File: config.mk
export PLATFORM = sky130hd
export DESIGN_NAME = dec_sign_conv
export DESIGN_NICKNAME = d
export VERILOG_FILES = /design/src/rtl/dsc_pkg.sv /design/src/rtl/dsc_odd_par.sv /design/src/rtl/dsc_digit_comp.sv /design/src/rtl/dec_sign_conv.sv
export SDC_FILE = /design/constraint.sdc
export NUM_CORES = 1
export LEC_CHECK = 0
export ABC_AREA = 0
export BUFFER_PORTS_ARGS = -buffer_cell sky130_fd_sc_hd__buf_2
export CORE_MARGIN = 5
export CORE_UTILIZATION = 37
export DETAILED_ROUTE_END_ITERATION = 7
export PLACE_DENSITY = 0.57
export SETUP_SLACK_MARGIN = 0.5
export SYNTH_ARGS = -nofsm -noshare
export SYNTH_HDL_FRONTEND = slang
export SYNTH_HIERARCHICAL = 1
export SYNTH_SLANG_ARGS = --single-unit
File: constraint.sdc
create_clock -name clk -period 2.55 [get_ports clk]
set_input_delay 0.255 -clock clk [delete_from_list [all_inputs] [get_ports clk]]
set_output_delay 0.255 -clock clk [all_outputs]
set_load 0.03 [all_outputs]
File: src/rtl/dsc_pkg.sv
package dsc_pkg;

    // Seven-bit decimal character, most significant bit first
    typedef struct packed {
        logic       zx;   // upper zone, sign carrier
        logic       zo;   // lower zone
        logic [3:0] val;  // BCD digit
        logic       par;  // odd parity
    } dchar_t;

    typedef enum logic {
        DIR_TO_ACC   = 1'b0,
        DIR_FROM_ACC = 1'b1
    } conv_dir_e;

endpackage

File: src/rtl/dsc_odd_par.sv
module dsc_odd_par #(
    parameter int PAY_W = 6
) (
    input  logic [PAY_W-1:0] payload_i,
    output logic             par_o
);
    // Parity bit that makes payload plus itself hold an odd number of ones
    assign par_o = ~(^payload_i);
endmodule

File: src/rtl/dsc_digit_comp.sv
module dsc_digit_comp #(
    parameter int DIG_W = 4
) (
    input  logic [DIG_W-1:0] val_i,
    input  logic             negate_i,
    input  logic             seen_i,
    output logic [DIG_W-1:0] val_o,
    output logic             nz_o
);
    localparam logic [DIG_W-1:0] TEN  = DIG_W'(10);
    localparam logic [DIG_W-1:0] NINE = DIG_W'(9);

    always_comb begin
        nz_o = (val_i != '0);
        if (!negate_i) begin
            val_o = val_i;
        end else if (!seen_i) begin
            val_o = nz_o ? (TEN - val_i) : '0;
        end else begin
            val_o = NINE - val_i;
        end
    end

    always_comb begin
        if (val_i <= NINE) begin
            assert_digit_range_R3: assert (val_o <= NINE);
        end
    end
endmodule

File: src/rtl/dec_sign_conv.sv
module dec_sign_conv
    import dsc_pkg::*;
#(
    parameter int MAX_DIGITS = 100,
    parameter int LEN_W      = $clog2(MAX_DIGITS + 1)
) (
    input  logic             clk,
    input  logic             rst_n,
    input  logic             start_i,
    input  logic [LEN_W-1:0] len_i,
    input  logic             dir_i,
    input  logic             acc_sign_i,
    input  logic             char_valid_i,
    input  logic [6:0]       char_i,
    output logic             char_valid_o,
    output logic [6:0]       char_o,
    output logic             busy_o,
    output logic             done_o,
    output logic             parity_err_o
);
    localparam int CHAR_W = $bits(dchar_t);
    localparam int PAY_W  = CHAR_W - 1;

    typedef struct packed {
        logic             active;
        logic [LEN_W-1:0] idx;
        logic [LEN_W-1:0] len;
        conv_dir_e        dir;
        logic             neg;
        logic             seen;
        logic             perr;
        logic             ovld;
        dchar_t           och;
        logic             last_out;
        logic             done;
    } state_t;

    state_t st_d, st_q;

    dchar_t           in_c;
    logic             accept;
    logic             first_c, last_c;
    logic             neg_now, seen_next;
    logic [3:0]       cval;
    logic             cnz;
    logic             x_out;
    logic [PAY_W-1:0] out_pay;
    logic             out_par;
    logic             in_par_exp;
    logic             in_bad;

    assign in_c    = dchar_t'(char_i);
    assign accept  = st_q.active & char_valid_i & ~start_i;
    assign first_c = (st_q.idx == '0);
    assign last_c  = (st_q.idx == LEN_W'(st_q.len - 1'b1));
    assign neg_now = (st_q.dir == DIR_TO_ACC && first_c) ? in_c.zx : st_q.neg;

    dsc_digit_comp #(.DIG_W(4)) u_comp (
        .val_i    (in_c.val),
        .negate_i (neg_now),
        .seen_i   (st_q.seen),
        .val_o    (cval),
        .nz_o     (cnz)
    );

    assign seen_next = st_q.seen | cnz;
    assign x_out = (st_q.dir == DIR_TO_ACC) ? (last_c & neg_now & seen_next)
                                            : (first_c & st_q.neg);
    assign out_pay = {x_out, in_c.zo, cval};

    dsc_odd_par #(.PAY_W(PAY_W)) u_par_out (
        .payload_i (out_pay),
        .par_o     (out_par)
    );

    dsc_odd_par #(.PAY_W(PAY_W)) u_par_in (
        .payload_i (char_i[CHAR_W-1:1]),
        .par_o     (in_par_exp)
    );

    assign in_bad = (in_par_exp != in_c.par);

    always_comb begin
        st_d          = st_q;
        st_d.ovld     = 1'b0;
        st_d.done     = st_q.last_out;
        st_d.last_out = 1'b0;
        if (start_i) begin
            st_d.active = 1'b1;
            st_d.idx    = '0;
            st_d.len    = len_i;
            st_d.dir    = conv_dir_e'(dir_i);
            st_d.neg    = (conv_dir_e'(dir_i) == DIR_FROM_ACC) ? acc_sign_i : 1'b0;
            st_d.seen   = 1'b0;
            st_d.perr   = 1'b0;
        end else if (accept) begin
            st_d.och  = dchar_t'({out_pay, out_par});
            st_d.ovld = 1'b1;
            st_d.idx  = st_q.idx + 1'b1;
            st_d.neg  = neg_now;
            st_d.seen = seen_next;
            st_d.perr = st_q.perr | in_bad;
            if (last_c) begin
                st_d.active   = 1'b0;
                st_d.last_out = 1'b1;
            end
        end
    end

    always_ff @(posedge clk) begin
        if (!rst_n) begin
            st_q <= '0;
        end else begin
            st_q <= st_d;
        end
    end

    assign char_valid_o = st_q.ovld;
    assign char_o       = st_q.och;
    assign busy_o       = st_q.active;
    assign done_o       = st_q.done;
    assign parity_err_o = st_q.perr;

    assert_out_odd_R1: assert property (@(posedge clk) disable iff (!rst_n)
        char_valid_o |-> (^char_o));

    assert_sticky_perr_R7: assert property (@(posedge clk) disable iff (!rst_n)
        (parity_err_o && !start_i) |=> parity_err_o);

    assert_done_follows_out_R8: assert property (@(posedge clk) disable iff (!rst_n)
        done_o |-> $past(char_valid_o));

    assert_done_pulse_R8: assert property (@(posedge clk) disable iff (!rst_n)
        done_o |=> !done_o);

    assert_no_out_idle_R9: assert property (@(posedge clk) disable iff (!rst_n)
        char_valid_o |-> $past(busy_o));
endmodule

-- Word-level counts from Yosys, hierarchy flattened
Index checks and enable logic that the tools add are counted.
- flip-flop bits (word level): 29
- bits of input ports: 20
- output and inout port bits: 11
- logic and storage cells: 56
- $add $sub $neg: 4
- equality and inequality tests: 2
- multiplexer cells: 12
- bitwise operators: 13
- reduce and logical (&&, ||, !) cells: 11
- operators by type and width (cell ; number):
    two-way mux 8 bit ; 2
    two-way mux 12 bit ; 1
    two-way mux 4 bit ; 3
    parity 6 bit ; 2
    subtractor 4 bit (first input constant) ; 2
    adder 7 x 1 -> 7 bit (second input constant) ; 1
    == test 7 bit ; 1
    zero test 7 bit ; 1
    subtractor 7 x 1 -> 7 bit (second input constant) ; 1
    NOT 1 bit ; 6
    AND 1 bit ; 5
    two-way mux 1 bit ; 5
    AND reduction 2 bit ; 2
    nonzero test 2 bit ; 2
    nonzero test 4 bit ; 1
    two-way mux 3 bit ; 1
    OR reduction 3 bit ; 1
    bitwise OR 1 bit ; 2
    OR reduction 2 bit ; 1
    logical AND 1 bit ; 1
    inequality test 1 bit ; 1

-- Depth between registers and ports, before layout
Gate-level depths: netlist of run 1.
- depth in word-level cells: 10
- mapped depth: 12
- depth with buffers taken out: 12

-- Hierarchy
The synthesis of run 1 kept the hierarchy.
- by module, submodules not included (module ; instances ; cells each ; area an instance (µm²) ; sequential area each (µm²)):
    dec_sign_conv ; 1 ; 157 ; 1415.1 ; 580.6
    dsc_digit_comp ; 1 ; 21 ; 141.4 ; 0.0
    dsc_odd_par ; 2 ; 4 ; 48.8 ; 0.0

-- Worst setup path after synthesis of run 1
OpenSTA, ideal clock, no wires.
- kind: reg2reg
- start: register st_q[25] (netlist name)
- end: register st_q (netlist bit char_o[0])
- setup time: 122 ps
- arrival: 2292 ps
- required time: 2428 ps
- path slack: 135 ps
- cell stages (with the launch flop): 12
- path buffers: 1
- clock period less this slack: 2415 ps
- cells stage by stage: dfxtp_1 buf_6 nor4_2 nand3b_1 nor2_1 mux2_2 o21ai_1 mux2_1 xnor2_1 xnor3_1 nand2_1 a21boi_0
- elaborated cells between the ends (all ways): 11
- those cells by class: 1 x eq/ne; 3 x mux; 4 x bitwise; 3 x reduce/logical
- RTL lines (element ; line ; source):
    start, declared ; dec_sign_conv.sv:38 ; state_t st_d, st_q;
    start signal, assigned ; dec_sign_conv.sv:114 ; st_q <= st_d;
    zero test 7 bit ; dec_sign_conv.sv:54 ; assign first_c = (st_q.idx == '0);
    logical AND 1 bit ; dec_sign_conv.sv:56 ; assign neg_now = (st_q.dir == DIR_TO_ACC && first_c) ? in_c.zx : st_q.neg;
    two-way mux 1 bit ; dec_sign_conv.sv:56 ;
    via neg_now ; dec_sign_conv.sv:43 ; logic neg_now, seen_next;
    two-way mux 4 bit ; dsc_digit_comp.sv:15 ; if (!negate_i) begin
    via cval[3] ; dec_sign_conv.sv:44 ; logic [3:0] cval;
    parity 6 bit ; dsc_odd_par.sv:8 ; assign par_o = ~(^payload_i);
    NOT 1 bit ; dsc_odd_par.sv:8 ;
    via out_par ; dec_sign_conv.sv:48 ; logic out_par;
The timed path passes the listed nets, and every way through them passes these cells.
A chain may end at the register's enable or synchronous reset.

-- Final worst setup path of run 1
- start: register st_q[23] (netlist name)
- end: register st_q (netlist bit char_o[2])
- word-level cells in the longest chain between the ends: 4
- RTL lines (element ; line):
    zero test 7 bit ; dec_sign_conv.sv:54
    logical AND 1 bit ; dec_sign_conv.sv:56
    two-way mux 1 bit ; dec_sign_conv.sv:56
    via neg_now ; dec_sign_conv.sv:43
    two-way mux 4 bit ; dsc_digit_comp.sv:15
    via cval[1] ; dec_sign_conv.sv:44
The timed path passes the listed nets, and every way through them passes these cells.

==> results of run 1 <==
registers in the layout, summed over array words and instances (netlist names):
name          flops
done_o            1
parity_err_o      1
st_q             17
char_valid_o      1
char_o            7
busy_o            1
st_d              1
synthesized netlist by cell type (all sizes together), types with 6 or more instances:
library cell	count
o21ai	8
inv	8
buf	10
dfxtp	29
mux2i	10
xnor2	14
nor2	18
a21boi	6
nor2b	8
xor2	10
nand2	22
worst register-to-register path: stages, from the launching register on:
cell and delay [ns]:
sky130_fd_sc_hd__dfxtp_4 0.36, sky130_fd_sc_hd__nor4_4 0.25, sky130_fd_sc_hd__nand3b_1 0.13, sky130_fd_sc_hd__nor2_2 0.14, sky130_fd_sc_hd__mux2_4 0.33, sky130_fd_sc_hd__buf_4 0.15
sky130_fd_sc_hd__nand2_4 0.06, sky130_fd_sc_hd__mux2i_4 0.26, sky130_fd_sc_hd__buf_6 0.13, sky130_fd_sc_hd__buf_6 0.08, sky130_fd_sc_hd__buf_6 0.08, sky130_fd_sc_hd__buf_4 0.09
sky130_fd_sc_hd__buf_4 0.09, sky130_fd_sc_hd__nand2_2 0.04, sky130_fd_sc_hd__a21boi_1 0.12
per-stage QoR:
step                      std cells  power, mW  setup slack, ns
final                           275       1.12            0.165
after global routing            275       1.17           0.0182
after CTS                       273       1.12            0.195
after detailed placement        258      0.682            0.114
after global placement          258      0.681            0.145
after floorplan                 186      0.637            0.277
layout make-up:
| class | instances | area, µm² | area share [%] |
|---|---|---|---|
| clock inverters | 1 | 5.00 | 0.246 |
| inverters | 8 | 30.0 | 1.47 |
| multi-input cells | 137 | 1010 | 49.7 |
| repair buffers | 41 | 244 | 12.0 |
| clock buffers | 7 | 96.3 | 4.73 |
| well taps | 52 | 65.1 | 3.19 |
| flip-flops and latches | 29 | 584 | 28.7 |
report_power, final:
part / leakage (nW) / switching, mW / internal (mW)
sequential: 0.237 / 0.0158 / 0.467
clock: 0.0542 / 0.182 / 0.244
combinational: 0.637 / 0.103 / 0.110
total: 0.929 / 0.300 / 0.821
how the worst max path moves through the flow:
stage | cells after the start | to | slack (ns) | start
finish | 14 | char_o[2] | 0.17 | st_q[23]
global route | 10 | char_o[0] | 0.02 | st_q[23]
CTS | 10 | char_o[0] | 0.20 | st_q[23]
detailed placement | 10 | char_o[0] | 0.11 | st_q[24]
global placement | 10 | char_o[0] | 0.15 | st_q[23]
floorplan | 10 | char_o[0] | 0.28 | st_q[23]
timing repair:
action / CTS / global route
pin swaps: 2 / 5
gates resized for setup: 1 / 11
setup buffers: 7 / 2
endpoints found under the setup margin: 1 / 3
layer usage:
metal / track usage (%) / part of all wire (%) / wire [µm] / vias up
li1: - / - / - / 699
met5: 0 / 0 / 0 / -
met4: 7.34 / 2.6 / 91 / 0
met3: 2.81 / 4.3 / 151 / 8
met1: 17.0 / 50 / 1770 / 565
met2: 17.0 / 43 / 1500 / 26
cells by family after synthesis:
group	after synthesis	synth area share [%]
xor+xnor	26	15.4
mux	12	7.41
flops	29	35.1
compound gates	27	10.8
fa+ha+maj	5	3.78
simple gates	67	20.7
buf+inv	20	6.81
==> reports/results.md, run 1 <==
* complete, no violations — result of the run
* 12.2% — global-route usage over all layers
* 247 — total number of nets in the final design
* len_i[1] — startpoint of the tightest hold check path
* 2 — H-tree lvl count
* 0.929 nW — Leak Pwr
* sky130_fd_sc_hd__dfxtp_1 — dominant register cell in the synthesized netlist
* 0.17 ns — flop2flop setup slack
* input pin to flip-flop — Min-Delay Path Class
* 2 — worst-case clock buffer depth
* 550 nW/µm² — total power density per cell area
* st_q[15] — worst-case hold path end point
* 0.228 ns — WHS
* 12.8 µm — Routed wire per std cell
* 29 — flip-flop and latch count after synthesis
* 35.1% — post-synthesis sequential area ratio
* 5 — TritonCTS Buffers
* 46.8% — utilization after layout
* 0 — total DRC errors in the routed layout
* 0 — grt ovf
* 0 ns — Final TNS setup
* 27.8% — share of layout cells above drive strength 1
* 0 — number of hold buffers added after cts
* 0 — final max-slew violation count
* 4.72 — Vias per Instance
* 0 — initial antenna violation count
* built — CTS tree
* 0 — Detail Route Antenna Nets
* sky130_fd_sc_hd__dfxtp_1 — library cell occupying the most area in the post-synthesis netlist
* nor4_4 > nand3b_1 > nor2_2 > mux2_4 > buf_4 > nand2_4 > mux2i_4 > buf_6 > buf_6 > buf_6 > buf_4 > buf_4 > nand2_2 > a21boi_1 — list of cells traversed by the critical path
* 4350 µm² — total core area
* 0.379 ns — transition at the pin with the smallest max-transition slack
* 0 — number of flops mapped to enable cells by yosys
* 6 — yosys warns
* 4 — detailed-router iteration count before antenna repair
* 0 — Final Hold Violating Endpoints
* 56 — DR iter-0 viols
* 0.36 ns — Max stage delay on crit path
* 0 — diodes inserted
* 0.764 — final weighted congestion in routability-driven placement
* 76.9 µm — die extent in y
* flip-flop to flip-flop — kind of critical path
* 29 — CTS sink cnt
* 2.38 ns — time the worst path needs with I/O delays and setup
* 186 — cell count after synthesis
* 23.2% — Area Growth Syn to Fin
* 419 MHz — upper clock frequency limit
* 14 — Worst Reg2Reg Path Length in Cells
* 5 — Worst Path Max Fanout
* 1298 — via count
* 0 — final count of negative-setup-slack endpoints
* 2040 µm² — Layout Cell Area excl Fill
* simple AND/OR/NAND/NOR gates — crit-path leading delay family
* sky130_fd_sc_hd__clkbuf_8 — clock root buffer master
* flip-flop — crit path capture type
* 2.61 ns — WP data arrival
* char_o[2] — end of the worst register-to-register path
* 8.89 µm² — post-synthesis area per instance
* 30 — count of port buffers added during placement
* 5830 µm — wire length of the first global-routing pass
* 5910 µm² — die area
* 24 — number of cell rows
* st_q[23] — launch point of the worst reg-to-reg path
* 1207 — via count of the first global-routing pass
* 74.6% — max-slew headroom at the worst pin
* 76.9 µm — Chip Width
* 0.00317 ns — Worst Skew
* 6 — combined buffer and inverter count along the critical path
* sky130_fd_sc_hd__buf_2 — commonest non-fill, non-tap cell in the layout
* 39 — number of distinct library cells after synthesis
* 3510 µm — final wirelength
* true — unrepaired setup endpoints after global routing
* 1650 µm² — Cell Area, Synth
* 30 x sky130_fd_sc_hd__buf_2, 28 x sky130_fd_sc_hd__dfxtp_1, 20 x sky130_fd_sc_hd__nand2_1, 17 x sky130_fd_sc_hd__nor2_1, 13 x sky130_fd_sc_hd__xnor2_1 — highest-count cells in the layout ignoring fill and taps
* 0.28 ns — insertion delay to the later sink of the worst-skew pair
* 0.06 ns — CTS clock-pin slew for the worst setup and hold paths
* 3 — Worst Hold Depth
* 35.1% — fraction of synthesized cell area taken by the top area cell type
* 38.0% — starting density of the core
* 0 — Max-cap violations
* 31 — Top Ports
* 187 µV — worst-case vdd ir drop
* 93.5% — Final period util
* sky130_fd_sc_hd__dfxtp_1 35%, sky130_fd_sc_hd__xnor2_1 7.4%, sky130_fd_sc_hd__mux2i_1 6.1%, sky130_fd_sc_hd__xor2_1 5.3%, sky130_fd_sc_hd__nand2_1 5.0% — top post-synthesis cells by area
* sky130_fd_sc_hd__dfxtp_4 — worst-path cell with the longest stage delay
* flip-flop — kind of launch point of the worst setup path
* 2.77 ns — Crit path required time
* 433 — count of fill cells added during filler insertion
* 211 — Post-Syn Nets
* 1820 µm² — cell area reported after detailed placement
* 0% — async set-reset flop share out of synthesis
* 20 — largest net degree at the start of global routing
* 2500 µm — estimated wirelength of the detail-placed design
Power figures use the tool's default switching activity.
==> run 2: changes to the inputs <==
--- a/config.mk
+++ b/config.mk
@@ -5,12 +5,12 @@
 export SDC_FILE = /design/constraint.sdc
 export NUM_CORES = 1
 export LEC_CHECK = 0
-export ABC_AREA = 0
+export ABC_AREA = 1
 export BUFFER_PORTS_ARGS = -buffer_cell sky130_fd_sc_hd__buf_2
 export CORE_MARGIN = 5
 export CORE_UTILIZATION = 37
 export DETAILED_ROUTE_END_ITERATION = 7
-export PLACE_DENSITY = 0.57
+export PLACE_DENSITY = 0.56
 export SETUP_SLACK_MARGIN = 0.5
 export SYNTH_ARGS = -nofsm -noshare
 export SYNTH_HDL_FRONTEND = slang
==> reports/results.md, run 2 <==
* 0 — Detail Route Antenna Nets, unchanged
* 55 — DR iter-0 viols, -1.8%
* 27 — number of distinct library cells after synthesis, -31%
* 2.73 ns — Crit path required time, -0.04 ns
* 0 — final max-slew violation count, unchanged
* 0.384 ns — transition at the pin with the smallest max-transition slack, +0.00456 ns
* flip-flop — kind of launch point of the worst setup path
* 0 — grt ovf, unchanged
* complete, no violations — result of the run
* 312 — Post-Syn Nets, +48%
* 7240 µm — wire length of the first global-routing pass, +24%
* 17 — max reg flops, unchanged
* 4790 µm² — total core area, +9.9%
* flip-flop — crit path capture type
* 0 — total DRC errors in the routed layout, unchanged
* flip-flop to flip-flop — kind of critical path
* sky130_fd_sc_hd__dfxtp_1 31%, sky130_fd_sc_hd__nand2_1 14%, sky130_fd_sc_hd__inv_1 8.1%, sky130_fd_sc_hd__nor2_1 7.5%, sky130_fd_sc_hd__o21ai_0 6.2% — top post-synthesis cells by area
* 14.4% — global-route usage over all layers, +2.1 points
* 0 — number of flops mapped to enable cells by yosys, unchanged
* 28.4% — share of layout cells above drive strength 1, +0.59 points
* sky130_fd_sc_hd__nand2_1 — commonest non-fill, non-tap cell in the layout
* sky130_fd_sc_hd__dfxtp_1 — library cell occupying the most area in the post-synthesis netlist
* 2 — H-tree lvl count, unchanged
* 0 ns — Final TNS setup, unchanged
* 4 — Worst Path Max Fanout, -1
* 0 — final count of negative-setup-slack endpoints, unchanged
* 74.4% — max-slew headroom at the worst pin, -0.27 points
* built — CTS tree
* 80.8 µm — Chip Width, +5.1%
* input pin to flip-flop — Min-Delay Path Class
* 0.29 ns — insertion delay to the later sink of the worst-skew pair, about the same
* st_q — register with the most flip-flops
* 391 — count of non-filler cells in the finished layout, +42%
* 1759 — via count, +36%
* 0 — initial antenna violation count, unchanged
* 0.07 ns — CTS clock-pin slew for the worst setup and hold paths, about the same
* 2.05 ns — time the worst path needs with I/O delays and setup, -0.332 ns
* 4 — detailed-router iteration count before antenna repair, unchanged
* 4.50 — Vias per Instance, -4.7%
* 3180 µm — estimated wirelength of the detail-placed design, +27%
* 30 — count of port buffers added during placement, unchanged
* true — unrepaired setup endpoints after global routing
* 6.46 µm² — post-synthesis area per instance, -27%
* 31 — Top Ports, unchanged
* 372 — DP Cell Count, +44%
* 1561 — via count of the first global-routing pass, +29%
* 287 — cell count after synthesis, +54%
* 25 — number of cell rows, +4.2%
* 11.1 µm — Routed wire per std cell, -13%
* 0 — diodes inserted, unchanged
* 29 — CTS sink cnt, unchanged
* 2.24 ns — WP data arrival, -0.37 ns
* 80.5% — Final period util, -13 points
* 68 x sky130_fd_sc_hd__nand2_1, 40 x sky130_fd_sc_hd__inv_1, 37 x sky130_fd_sc_hd__nor2_1 — commonest cells in the netlist
* 214 µV — worst-case vdd ir drop, +14%
* 31.3% — post-synthesis sequential area ratio, -3.8 points
* 2 — worst-case clock buffer depth, unchanged
* 1850 µm² — Cell Area, Synth, +12%
* 0 — Final Hold Violating Endpoints, unchanged
* 487 MHz — upper clock frequency limit, +16%
* 348 — total number of nets in the final design, +41%
* sky130_fd_sc_hd__dfxtp_1 — dominant register cell in the synthesized netlist
* 38.7% — starting density of the core, +0.76 points
* 501 nW/µm² — total power density per cell area, -9.0%
* 5 — TritonCTS Buffers, unchanged
* sky130_fd_sc_hd__nand2_1 — most frequently used cell type in the post-synthesis netlist
* 6 — yosys warns, unchanged
* 65 x sky130_fd_sc_hd__nand2_1, 36 x sky130_fd_sc_hd__nor2_1, 34 x sky130_fd_sc_hd__inv_1, 30 x sky130_fd_sc_hd__buf_2, 24 x sky130_fd_sc_hd__dfxtp_1 — highest-count cells in the layout ignoring fill and taps
* 29 — flip-flop and latch count after synthesis, unchanged
* 31.3% — fraction of synthesized cell area taken by the top area cell type, -3.8 points
* 6530 µm² — die area, +10%
* 0.00808 ns — Worst Skew, +0.00491 ns
* 19 — largest net degree at the start of global routing, -5.0%
* 0 — Max-cap violations, unchanged
* 1.15 nW — Leak Pwr, +23%
* 20.6% — Area Growth Syn to Fin
* 0% — async set-reset flop share out of synthesis, unchanged
* 80.8 µm — die extent in y, +5.1%
* 0.841 — final weighted congestion in routability-driven placement, +10%
* sky130_fd_sc_hd__clkbuf_8 — clock root buffer master
* 4340 µm — final wirelength, +24%
## run 2: cell types whose count changed after synthesis, moves of 9 or more
| cell | before | now |
|---|---|---|
| sky130_fd_sc_hd__nand2_1 | 22 | 68 |
| sky130_fd_sc_hd__inv_1 | 8 | 40 |
| sky130_fd_sc_hd__nor2_1 | 18 | 37 |
| sky130_fd_sc_hd__o21ai_0 | 6 | 23 |
| sky130_fd_sc_hd__nand3_1 | 5 | 18 |
| sky130_fd_sc_hd__xnor2_1 | 14 | 3 |
| sky130_fd_sc_hd__mux2i_1 | 10 | 0 |
| sky130_fd_sc_hd__a21oi_1 | 4 | 13 |
## run 2: timing repair
| action | CTS | global route |
|---|---|---|
| setup buffers | 11 | 0 |
| endpoints found under the hold margin | 0 | 0 |
| gates cloned | 0 | 0 |
| hold buffers | 0 | 0 |
| gates resized for setup | 17 | 4 |
| setup endpoints to repair | 1 | 1 |
| pin swaps | 10 | 3 |
## run 2: path summary, 6_finish.rpt
path	from	endpoint	slack [ns]	cells past startpoint
setup reg to reg	st_q[21]	char_o[0]	0.50	21
hold / removal	len_i[5]	st_q[19]	0.20	3
hold reg to reg	st_d[0]	done_o	0.41	2
setup / recovery	st_q[21]	char_o[0]	0.50	21
## run 2: critical path, stage by stage (launching register included)
cell	delay (ns)
sky130_fd_sc_hd__dfxtp_2	0.32
sky130_fd_sc_hd__inv_2	0.07
sky130_fd_sc_hd__ha_4	0.13
sky130_fd_sc_hd__nand2_2	0.05
sky130_fd_sc_hd__nor2_4	0.12
sky130_fd_sc_hd__nand3_1	0.08
sky130_fd_sc_hd__nand2_1	0.07
sky130_fd_sc_hd__nand2_2	0.06
sky130_fd_sc_hd__inv_2	0.07
sky130_fd_sc_hd__inv_2	0.05
sky130_fd_sc_hd__nor2_4	0.12
sky130_fd_sc_hd__nand2_2	0.06
sky130_fd_sc_hd__o21ai_2	0.20
sky130_fd_sc_hd__nand2_1	0.09
sky130_fd_sc_hd__inv_1	0.07
sky130_fd_sc_hd__nor2_2	0.03
sky130_fd_sc_hd__nand2_1	0.07
sky130_fd_sc_hd__nand2_1	0.06
sky130_fd_sc_hd__nand2_1	0.05
sky130_fd_sc_hd__nand2_1	0.04
sky130_fd_sc_hd__nor2_1	0.08
sky130_fd_sc_hd__nor2_1	0.05
## run 2: power breakdown
group | switching [mW] | leakage, nW | total [mW] | internal [mW]
Sequential | 0.0142 | 0.239 | 0.485 | 0.471
Combinational | 0.157 | 0.862 | 0.262 | 0.104
Clock | 0.184 | 0.0450 | 0.373 | 0.189
Total | 0.355 | 1.15 | 1.12 | 0.764
## run 2: final cells by class
cell class / instances / area [µm²]
repair buffers: 41 / 233
well taps: 67 / 83.8
clock buffers: 6 / 72.6
multi-input cells: 199 / 1070
clock inverters: 2 / 10.0
flip-flops and latches: 29 / 587
fillers: 516 / 2550
inverters: 47 / 176
## run 2: cells by family (layout without fill, tap and decap cells)
logic type,Yosys count,count (layout),share of synthesized area [%]
compound gates,41,41,11.5
xor+xnor,9,9,5.06
fa+ha+maj,5,5,3.37
buf+inv,59,96,13.8
flops,29,29,31.3
simple gates,144,144,34.9
## run 2: metal layers
metal  track usage (%)  part of all wire, %  wire length [µm]  up-vias
met5                 0                    0                 0        -
met4              5.57                 0.58                25        0
met3              3.44                  3.6               157        4
met2              21.0                   43              1850       26
met1              20.3                   53              2310      772
li1                  -                    -                 -      957
## run 2: through the flow
stage	worst slack (ns)	instance area [µm²]	power, mW	utilization (%)	hold slack [ns]
2_1_floorplan	0.519	1850	0.672	-	0.390
3_3_place_gp	0.392	2010	0.723	42.0	0.393
3_5_place_dp	0.322	2010	0.724	42.0	0.401
4_1_cts	0.502	2230	1.13	46.6	0.195
5_1_grt	0.288	2240	1.19	46.7	0.209
6_report	0.497	2240	1.12	46.7	0.204
==> run 3: changes to the inputs <==
--- a/config.mk
+++ b/config.mk
@@ -5,12 +5,12 @@
 export SDC_FILE = /design/constraint.sdc
 export NUM_CORES = 1
 export LEC_CHECK = 0
-export ABC_AREA = 1
+export ABC_AREA = 0
 export BUFFER_PORTS_ARGS = -buffer_cell sky130_fd_sc_hd__buf_2
 export CORE_MARGIN = 5
 export CORE_UTILIZATION = 37
 export DETAILED_ROUTE_END_ITERATION = 7
-export PLACE_DENSITY = 0.56
+export PLACE_DENSITY = 0.55
 export SETUP_SLACK_MARGIN = 0.5
 export SYNTH_ARGS = -nofsm -noshare
 export SYNTH_HDL_FRONTEND = slang
==> constraint.sdc (replaced) <==
create_clock -name clk -period 1.99 [get_ports clk]
set_input_delay 0.199 -clock clk [delete_from_list [all_inputs] [get_ports clk]]
set_output_delay 0.199 -clock clk [all_outputs]
set_load 0.03 [all_outputs]
==> reports/results.md, run 3 (synthesis results as in run 1) <==
* 1.03 nW — Leak Pwr, -10%
* sky130_fd_sc_hd__dfxtp_2 — worst-path cell with the longest stage delay
* st_q[25] — worst setup path start
* 4350 µm² — total core area, -9.0%
* 1409 — via count, -20%
* 4 — Worst Path Max Fanout, unchanged
* 0.175 ns — WHS, -0.0293 ns
* 39.3% — share of layout cells above drive strength 1, +11 points
* 4 — detailed-router iteration count before antenna repair, unchanged
* 0.33 ns — Max stage delay on crit path, about the same
* 0.00356 ns — Worst Skew, -0.00452 ns
* 1358 — via count of the first global-routing pass, -13%
* negative setup slack — violated checks
* met2 — grt peak-use layer
* 6310 µm — wire length of the first global-routing pass, -13%
* len_i[1] — startpoint of the tightest hold check path
* 17 — max reg flops, unchanged
* 30 — count of port buffers added during placement, unchanged
* 4.33% — met3 GRT Util, +0.90 points
* 2.16 ns — Crit path required time, -0.57 ns
* 0 — grt ovf, unchanged
* 0 — initial antenna violation count, unchanged
* 3600 µm — final wirelength, -17%
* 33.1% — Area Growth Syn to Fin
* input pin to flip-flop — Min-Delay Path Class
* 24 — number of cell rows, -4.0%
* sky130_fd_sc_hd__clkbuf_8 — clock root buffer master
* 0 — final max-slew violation count, unchanged
* -0.420 ns — Final TNS setup, -0.420 ns
* 0 — Detail Route Antenna Nets, unchanged
* 0 — diodes inserted, unchanged
* 19.8% — met2 usage, -1.2 points
* 0 — total DRC errors in the routed layout, unchanged
* multiplexers — crit-path leading delay family
* flip-flop to flip-flop — kind of critical path
* 2 — H-tree lvl count, unchanged
* 13.1% — global-route usage over all layers, -1.2 points
* flip-flop — kind of launch point of the worst setup path
* 2.49 ns — WP data arrival, +0.25 ns
* 116% — Final period util, +36 points
* 29 — CTS sink cnt, unchanged
* 45 — DR iter-0 viols, -18%
* 38.0% — starting density of the core, -0.76 points
* 31 — Top Ports, unchanged
* 0.06 ns — CTS clock-pin slew for the worst setup and hold paths, about the same
* 12.2 µm — Routed wire per std cell, +10%
* sky130_fd_sc_hd__mux2_4 — Worst path most repeated cell
* 2.32 ns — time the worst path needs with I/O delays and setup, +0.265 ns
* built — CTS tree
* 76.0% — max-slew headroom at the worst pin, +1.7 points
* 0 — Final Hold Violating Endpoints, unchanged
* nor4_4 > nand3b_1 > nor2_2 > mux2_4 > buf_4 > o21ai_2 > mux2_4 > xnor2_2 > xnor3_1 > nand2_1 > a21boi_1 — list of cells traversed by the critical path
* 5 — TritonCTS Buffers, unchanged
* 639 nW/µm² — total power density per cell area, +28%
* flip-flop — crit path capture type
* -0.328 ns — post-route worst setup slack, -0.825 ns
* 76.9 µm — die extent in y, -4.9%
* 431 MHz — upper clock frequency limit, -11%
* sky130_fd_sc_hd__buf_2 — commonest non-fill, non-tap cell in the layout
* st_q — register with the most flip-flops
* 0.359 ns — transition at the pin with the smallest max-transition slack, -0.0254 ns
* true — unrepaired setup endpoints after global routing
* finished, violations left — result of the run
* 76.9 µm — Chip Width, -4.9%
* 2750 µm — estimated wirelength of the detail-placed design, -14%
* 267 — total number of nets in the final design, -23%
* 30 x sky130_fd_sc_hd__buf_2, 29 x sky130_fd_sc_hd__buf_4, 23 x sky130_fd_sc_hd__dfxtp_1, 20 x sky130_fd_sc_hd__nand2_1, 16 x sky130_fd_sc_hd__nor2_1 — highest-count cells in the layout ignoring fill and taps
* 5910 µm² — die area, -9.5%
* st_q[25] — launch point of the worst reg-to-reg path
* 2 — final count of negative-setup-slack endpoints, +2
* 20 — largest net degree at the start of global routing, +1
* 0.28 ns — insertion delay to the later sink of the worst-skew pair, about the same
* 4.79 — Vias per Instance, +6.5%
* 0 — number of hold buffers added after cts, unchanged
* 17.6% — met1 routing resource usage after global routing, -2.7 points
* 2 — worst-case clock buffer depth, unchanged
* 268 µV — worst-case vdd ir drop, +25%
* 0.768 — final weighted congestion in routability-driven placement, -8.7%
* 0 — Max-cap violations, unchanged
* 1 — combined buffer and inverter count along the critical path, -3
* 50.5% — utilization after layout, +3.8 points
-- run 3: worst paths after layout --
kind,end,slack [ns],cells after the start
setup / recovery,char_o[0],-0.33,11
hold / removal,st_q[15],0.17,3
setup reg to reg,char_o[0],-0.33,11
hold reg to reg,done_o,0.44,1
-- run 3: cell type report --
type                       count  area [µm²]
inverter                       8        30.0
clock buffer                   7        86.3
tap                           52        65.1
timing repair buffer          61         390
sequential                    29         588
fill                         420        2150
multi-input combinational    137        1040
-- run 3: tightest hold or removal path, stage by stage --
cell	delay (ns)
sky130_fd_sc_hd__buf_2	0.07
sky130_fd_sc_hd__mux2i_1	0.05
sky130_fd_sc_hd__nor2b_1	0.09
-- run 3: report_power, final --
part	switching, mW	total [mW]	internal (mW)
sequential	0.0160	0.617	0.601
clock	0.207	0.481	0.274
combinational	0.142	0.307	0.166
total	0.365	1.41	1.04
-- run 3: routing by layer --
metal  wire [µm]  vias up
li1            -      732
met4          45        0
met2        1580       36
met1        1760      634
met5           0        -
met3         218        7
-- run 3: through the flow --
stage                     setup slack [ns]  cell area, µm²  total power [mW]  cells
after global routing                -0.477            2200              1.49    294
final                               -0.328            2200              1.41    294
after detailed placement            -0.377            2040             0.916    283
after global placement              -0.300            2040             0.912    283
after CTS                           -0.345            2160              1.42    293
after floorplan                     -0.283            1700             0.823    186
-- run 3: repair_timing --
action	in CTS	in global routing
setup buffers	3	1
endpoints found under the setup margin	9	11
resized for setup	5	10
pin swaps	5	2
gates cloned	0	0
